**src/rtl/ilc_pkg.sv**
```systemverilog
`timescale 1ns/1ps
package ilc_pkg;

   // Width needed to carry level numbers 0..n
   function automatic int level_width(input int n);
      return (n < 1) ? 1 : $clog2(n + 1);
   endfunction

endpackage

```
**src/rtl/ilc_capture.sv**
```systemverilog
`timescale 1ns/1ps
module ilc_capture #(
   parameter int IRQ_W = 32,
   parameter int NUM_IRQ = 24,
   parameter logic [IRQ_W-1:0] EDGE_MASK = '0
) (
   input  logic             clk,
   input  logic             rst_n,
   input  logic [IRQ_W-1:0] irq_in,
   input  logic [IRQ_W-1:0] clr,
   output logic [IRQ_W-1:0] pend_o
);

   for (genvar i = 0; i < IRQ_W; i++) begin : g_line
      if (i >= NUM_IRQ) begin : g_absent
         assign pend_o[i] = 1'b0;
      end else if (EDGE_MASK[i]) begin : g_edge
         logic prev_q;
         logic bit_q;
         always_ff @(posedge clk) begin
            if (!rst_n) begin
               prev_q <= 1'b0;
               bit_q  <= 1'b0;
            end else begin
               prev_q <= irq_in[i];
               if (irq_in[i] && !prev_q) begin
                  bit_q <= 1'b1;
               end else if (clr[i]) begin
                  bit_q <= 1'b0;
               end
            end
         end
         assign pend_o[i] = bit_q;
      end else begin : g_level
         logic bit_q;
         always_ff @(posedge clk) begin
            if (!rst_n) begin
               bit_q <= 1'b0;
            end else begin
               bit_q <= irq_in[i];
            end
         end
         assign pend_o[i] = bit_q;
      end
   end

endmodule

```
**src/rtl/ilc_enable.sv**
```systemverilog
`timescale 1ns/1ps
module ilc_enable #(
   parameter int IRQ_W = 32,
   parameter int NUM_IRQ = 24
) (
   input  logic             clk,
   input  logic             rst_n,
   input  logic             we,
   input  logic [IRQ_W-1:0] wdata,
   output logic [IRQ_W-1:0] en_o
);

   localparam logic [IRQ_W-1:0] VALID = (NUM_IRQ >= IRQ_W) ? '1 :
                                        ((IRQ_W'(1) << NUM_IRQ) - IRQ_W'(1));

   always_ff @(posedge clk) begin
      if (!rst_n) begin
         en_o <= '0;
      end else if (we) begin
         en_o <= wdata & VALID;
      end
   end

endmodule

```
**src/rtl/ilc_resolve.sv**
```systemverilog
`timescale 1ns/1ps
module ilc_resolve #(
   parameter int IRQ_W = 32,
   parameter int NUM_LEVELS = 6,
   parameter int LVL_W = 3,
   parameter logic [NUM_LEVELS*IRQ_W-1:0] LEVEL_MASKS = '0
) (
   input  logic [IRQ_W-1:0] eff,
   input  logic [LVL_W-1:0] cur_level,
   output logic [LVL_W-1:0] sel_level
);

   logic [NUM_LEVELS:1] hit;

   for (genvar l = 1; l <= NUM_LEVELS; l++) begin : g_hit
      assign hit[l] = |(LEVEL_MASKS[(l-1)*IRQ_W +: IRQ_W] & eff) &&
                      (LVL_W'(l) > cur_level);
   end

   always_comb begin
      sel_level = '0;
      for (int l = 1; l <= NUM_LEVELS; l++) begin
         if (hit[l]) begin
            sel_level = LVL_W'(l);
         end
      end
   end

endmodule

```
**src/rtl/ilc_top.sv**
```systemverilog
`timescale 1ns/1ps
module ilc_top #(
   parameter int IRQ_W = 32,
   parameter int NUM_IRQ = 24,
   parameter int NUM_LEVELS = 6,
   parameter int LVL_W = ilc_pkg::level_width(NUM_LEVELS),
   parameter logic [IRQ_W-1:0] EDGE_MASK = 32'h8888_8888,
   parameter logic [NUM_LEVELS*IRQ_W-1:0] LEVEL_MASKS = {
      32'h2082_0820, 32'h1041_0410, 32'h0820_8208,
      32'h0410_4104, 32'h8208_2082, 32'h4104_1041}
) (
   input  logic             clk,
   input  logic             rst_n,
   input  logic [IRQ_W-1:0] irq_in,
   input  logic [IRQ_W-1:0] sw_clr,
   input  logic             en_we,
   input  logic [IRQ_W-1:0] en_wdata,
   input  logic [LVL_W-1:0] cur_level,
   output logic [IRQ_W-1:0] pend_vec,
   output logic [LVL_W-1:0] pend_level,
   output logic             irq_req
);

   if (NUM_IRQ < 1 || NUM_IRQ > IRQ_W) begin : g_bad_count
      $error("ilc_top: NUM_IRQ must lie in 1..IRQ_W");
   end
   if (NUM_LEVELS < 1) begin : g_bad_levels
      $error("ilc_top: NUM_LEVELS must be at least 1");
   end
   if ((1 << LVL_W) <= NUM_LEVELS) begin : g_bad_lvlw
      $error("ilc_top: LVL_W too narrow for NUM_LEVELS");
   end

   logic [IRQ_W-1:0] en_q;
   logic [IRQ_W-1:0] eff;
   logic [LVL_W-1:0] sel_level;

   ilc_capture #(
      .IRQ_W(IRQ_W), .NUM_IRQ(NUM_IRQ), .EDGE_MASK(EDGE_MASK)
   ) cap_i (
      .clk(clk), .rst_n(rst_n), .irq_in(irq_in), .clr(sw_clr), .pend_o(pend_vec)
   );

   ilc_enable #(
      .IRQ_W(IRQ_W), .NUM_IRQ(NUM_IRQ)
   ) en_i (
      .clk(clk), .rst_n(rst_n), .we(en_we), .wdata(en_wdata), .en_o(en_q)
   );

   assign eff = pend_vec & en_q;

   ilc_resolve #(
      .IRQ_W(IRQ_W), .NUM_LEVELS(NUM_LEVELS), .LVL_W(LVL_W), .LEVEL_MASKS(LEVEL_MASKS)
   ) res_i (
      .eff(eff), .cur_level(cur_level), .sel_level(sel_level)
   );

   always_ff @(posedge clk) begin
      if (!rst_n) begin
         pend_level <= '0;
         irq_req    <= 1'b0;
      end else begin
         pend_level <= sel_level;
         irq_req    <= |sel_level;
      end
   end

endmodule

```
**config.mk**
```make
export PLATFORM = sky130hd
export DESIGN_NAME = ilc_top
export DESIGN_NICKNAME = d
export VERILOG_FILES = /design/src/rtl/ilc_pkg.sv /design/src/rtl/ilc_capture.sv /design/src/rtl/ilc_enable.sv /design/src/rtl/ilc_resolve.sv /design/src/rtl/ilc_top.sv
export SDC_FILE = /design/constraint.sdc
export NUM_CORES = 1
export LEC_CHECK = 0
export ABC_AREA = 1
export BUFFER_PORTS_ARGS = -buffer_cell sky130_fd_sc_hd__buf_4
export CAP_MARGIN = 20
export CORE_ASPECT_RATIO = 1.4
export CORE_UTILIZATION = 39
export CTS_BUF_LIST = sky130_fd_sc_hd__clkbuf_8
export DETAILED_ROUTE_END_ITERATION = 8
export GPL_TIMING_DRIVEN = 0
export PLACE_DENSITY_LB_ADDON = 0.15
export SETUP_SLACK_MARGIN = 0.2
export SLEW_MARGIN = 20
export SYNTH_ARGS = -nofsm -noshare
export SYNTH_HDL_FRONTEND = slang
export SYNTH_SLANG_ARGS = --single-unit
```
**constraint.sdc**
```tcl
create_clock -name clk -period 2.7 [get_ports clk]
set_clock_uncertainty 0.2 [all_clocks]
set_input_delay 0.54 -clock clk [delete_from_list [all_inputs] [get_ports clk]]
set_output_delay 0.54 -clock clk [all_outputs]
set_load 0.005 [all_outputs]
```
After elaboration in Yosys (flattened, before gate mapping):

Cells that the tools add are included.

* bits in registers: 58
* output and inout bits: 36
* logic and storage cells: 89

* magnitude comparators: 6
* muxes and demuxes: 18
* bitwise logic cells: 1
* reductions and logical operators: 31

Operators with widths (number)
* bitwise AND 24 bit: 1
* OR reduction 5 bit: 4
* 2-to-1 mux 3 bit: 5
* 2-to-1 mux 1 bit: 13
* logical AND 1 bit: 12
* nonzero test 2 bit: 6
* OR reduction 6 bit: 2
* > comparator 3 bit, first input constant: 3
* > comparator 2 x 3 -> 1 bit, first input constant: 2
* logical NOT 1 bit: 6
* > comparator 1 x 3 -> 1 bit, first input constant: 1
* OR reduction 3 bit: 1

Depth between registers and ports, before layout:

* depth after elaboration: 10
* depth in mapped cells: 10

By module:

Synthesis repeated with hierarchy kept, for this count alone.

* cells, all modules: 422
* area, all modules: 2778.9 sq um

By module, submodules not included
* ilc_capture: times used 1, cells an instance 145, area each 1197.4 sq um, seq. area each 600.6 sq um
* ilc_enable: times used 1, cells an instance 160, area each 1044.8 sq um, seq. area each 480.5 sq um
* ilc_top: times used 1, cells an instance 75, area each 352.8 sq um, seq. area each 80.1 sq um
* ilc_resolve: times used 1, cells an instance 42, area each 183.9 sq um, seq. area each 0.0 sq um

Least setup slack after synthesis:

No wires, ideal clock.

* path kind: in2reg
* from: input port cur_level[1]
* to: register pend_level[0]
* library setup time: 0.062 ns
* arrival time: 1.173 ns
* required time: 2.438 ns
* slack: 1.264 ns
* stages: 8
* path buffers: 0
* path through: or2_1 > nor2_1 > nand3_1 > nand2_1 > nand2_1 > nand2_2 > nand2_2 > nor2_2

* word-level cells in the longest chain between the ends: 8

RTL lines
* start: declaration: RTL line ilc_top.sv:18 `input logic [LVL_W-1:0] cur_level,`
* > comparator 1 x 3 -> 1 bit: RTL line ilc_resolve.sv:17 `(LVL_W'(l) > cur_level);`
* logical AND 1 bit: RTL line ilc_resolve.sv:16 `assign hit[l] = |(LEVEL_MASKS[(l-1)*IRQ_W +: IRQ_W] & eff) &&`
* 2-to-1 mux 1 bit: RTL line ilc_resolve.sv:23 `if (hit[l]) begin`
* 2-to-1 mux 3 bit (4 in a row): RTL line ilc_resolve.sv:23
* 2-to-1 mux 3 bit (*): RTL line ilc_resolve.sv:23
* end signal: assignment: RTL line ilc_top.sv:63 `pend_level <= sel_level;`
* end: declaration: RTL line ilc_top.sv:20 `output logic [LVL_W-1:0] pend_level,`

Mark *: on every way between the ends. The rest lies on a longest branch, timed or not.
A chain may end at the register's enable or synchronous reset.

Worst setup path after layout:

* from: register cap_i.g_line[15].g_edge.bit_q
* to: output port pend_vec[15]

RTL lines
* start: declaration: RTL line ilc_capture.sv:19 `logic bit_q;`
* start signal: assignment: RTL line ilc_capture.sv:23 `bit_q <= 1'b0;`
* start signal: assignment: RTL line ilc_capture.sv:27 `bit_q <= 1'b1;`
* start signal: assignment: RTL line ilc_capture.sv:29 `bit_q <= 1'b0;`
* end: declaration: RTL line ilc_top.sv:19 `output logic [IRQ_W-1:0] pend_vec,`

No word-level cell between the ends.

==> impl_metrics.tcl <==
set metrics [dict create \
    endpoint_kind "output pin" \
    power.internal_mw 1.53 \
    layout_commonest_cell "buf_4" \
    status "finished, final reports clean" \
    fmax_mhz 599 \
    reg2reg_slack_ps 1340 \
    cts_setup_buffers 0 \
    drc_errors 0 \
    start_util_pct 41.0 \
    critPathRequiredTime_ps 1960 \
    drt_iter0_drc 99 \
    yosysWarnings 0 \
    path_class "reg -> out" \
    path_max_fanout 3 \
    grt_usage_pct 19.5 \
    drtPass1Iterations 6 \
    cp-endpoint "pend_vec[15]" \
    worstRegToRegCells 8 \
    numCtsBuffers 9 \
    period_needed_ps 1670 \
    rsz0062_at_grt "no" \
    clkTransAtPathRegs_ps 70 \
    cts_tree "built" \
    area_growth_pct 41.5 \
    h-tree-depth 3 \
    p_leak_nw 1.78 \
    irDropWorstVdd_uv 361 \
    synth.distinct_cells 17 \
    comb_power_share_pct 13.4 \
    power.total_mw 1.99 \
    die_x_um 66.7 \
    critical_path.startpoint_type "flip-flop" \
    cts_root_buf "clkbuf_8" \
    powerDensity_nw_per_um2 617 \
    finalCritPeriodShare_pct 61.9 \
    hpwl_mm 4.06 \
    die_h_um 92.5 \
    maxCapViolCount 0 \
    vias 2080 \
    synth_area_um2 2280 \
    pwr-share-seq_pct 47.2 \
    antenna_found_initial 0 \
    portBuffers 86 \
    finish.utilization_pct 58.1 \
    timing.rr.start "cap_i.g_line[10].g_level.bit_q" \
    synthCells 301 \
    critical_path_arrival_ps 930 \
    timing.rr.end "irq_req" \
    cts_hold_buf 0 \
    pwr-share-clk_pct 39.4 \
    ys_seq_area_share_pct 50.8 \
    grt_pass1_vias 1975 \
    wire_per_inst_um 11.3 \
    hold_ws_ps 180 \
    switching_share_pct 23.2 \
    antenna_cells 0 \
    grt-ovfl-total 0 \
    finalHoldViolCount 0 \
    ant_nets 0 \
    die_area_um2 6170 \
    clk_latency_ps 340 \
    rows 32 \
    fin_tns_setup_ps 0 \
    drive_above_1_share_pct 34.3 \
    mostFrequentLayoutCells "118 x buf_4, 66 x nand2_1, 58 x dfxtp_1, 54 x nor2_1, 36 x inv_1" \
    min_path_type "in -> reg" \
    clock_path_buffers 2 \
    p_sw_mw 0.461 \
    cts.repair.resized 0 \
    drv_slew 0 \
    ys_ff_latch 58 \
    io_pins 138 \
    core_area_um2 5570 \
    place_congestion 0.825 \
    totalWireLength_mm 5.37 \
    nets 507 \
    vias_per_cell 4.37 \
    finalSetupViolCount 0 \
    grt_pass1_wl_mm 8.65 \
    numClockSinks 58 \
    syn_area_per_cell_um2 7.59 \
    critPathLaunch "cap_i.g_line[15].g_edge.bit_q" \
    grt_max_degree 11 \
]
[Yosys cell counts, drive strengths merged]
| cell | n | area (µm²) |
|---|---|---|
| nand2 | 68 | 260 |
| dfxtp | 58 | 1160 |
| nor2 | 55 | 209 |
| buf | 37 | 265 |
| inv | 36 | 135 |
| o21ai | 26 | 130 |
| clkbuf | 5 | 18.8 |
| o32ai | 5 | 43.8 |
| a21oi | 3 | 15.0 |
| nand4 | 3 | 18.8 |
| nand3 | 2 | 10.0 |
| conb | 1 | 3.75 |
| o22ai | 1 | 6.26 |
| or2 | 1 | 6.26 |
[per-stage QoR]
stage               std cells  instance area (µm²)  worst slack, ps
finish                    476                 3230             1030
CTS                       476                 3230             1010
detailed placement        462                 3040             1070
global placement          462                 3040             1080
floorplan                 308                 2310             1260
global route              476                 3230              992
[power by group through the flow]
| stage | Clock (mW) | Combinational (mW) | Sequential, mW |
|---|---|---|---|
| after floorplan | 0 | 0.134 | 0.953 |
| after global placement | 0 | 0.264 | 0.958 |
| after detailed placement | 0 | 0.268 | 0.960 |
| after CTS | 0.800 | 0.270 | 0.942 |
| after global routing | 0.838 | 0.300 | 0.948 |
| final | 0.786 | 0.266 | 0.941 |
[final cells by class]
type | instances | area [µm²]
tap | 68 | 85.1
buffer | 42 | 284
sequential | 58 | 1160
timing repair buffer | 86 | 646
inverter | 36 | 135
clock buffer | 11 | 151
multi-input combinational | 172 | 729
clock inverter | 3 | 40.0
fill | 536 | 2330
[worst max-delay path, cell delays in order (launching register included)]
cell and delay (ps):
dfxtp_1 340, buf_4 130, buf_4 120
[logic make-up after synthesis]
family | after synthesis | synth area share, %
AOI/OAI and AO/OA | 35 | 8.55
buffers and inverters | 78 | 18.4
DFF | 58 | 50.8
other | 1 | 0.164
and+or+nand+nor | 129 | 22.1
[metal layers]
metal	up-vias	GRT usage, %	routed length (µm)
met5	-	0	0
met4	0	9.57	57
met3	6	6.28	344
met2	71	34.3	2830
met1	918	20.2	2130
li1	1085	-	-
[state kept, by name, summed over array words and instances (netlist names)]
| name | flops |
|---|---|
| cap_i.g_line.g_edge.bit_q | 6 |
| cap_i.g_line.g_edge.prev_q | 6 |
| cap_i.g_line.g_level.bit_q | 18 |
| en_i.en_o | 24 |
| irq_req | 1 |
| pend_level | 3 |
[how the worst min path moves through the flow]
stage | start | endpoint | cells after the start
after floorplan | cap_i.g_line[11].g_edge.prev_q | cap_i.g_line[11].g_edge.bit_q | 1
after global placement | cap_i.g_line[7].g_edge.prev_q | cap_i.g_line[7].g_edge.bit_q | 1
after detailed placement | cap_i.g_line[19].g_edge.prev_q | cap_i.g_line[19].g_edge.bit_q | 1
after CTS | irq_in[6] | cap_i.g_line[6].g_level.bit_q | 3
after global routing | irq_in[13] | cap_i.g_line[13].g_level.bit_q | 3
final | irq_in[2] | cap_i.g_line[2].g_level.bit_q | 3
Note: power is estimated with default switching activity, not from simulation.
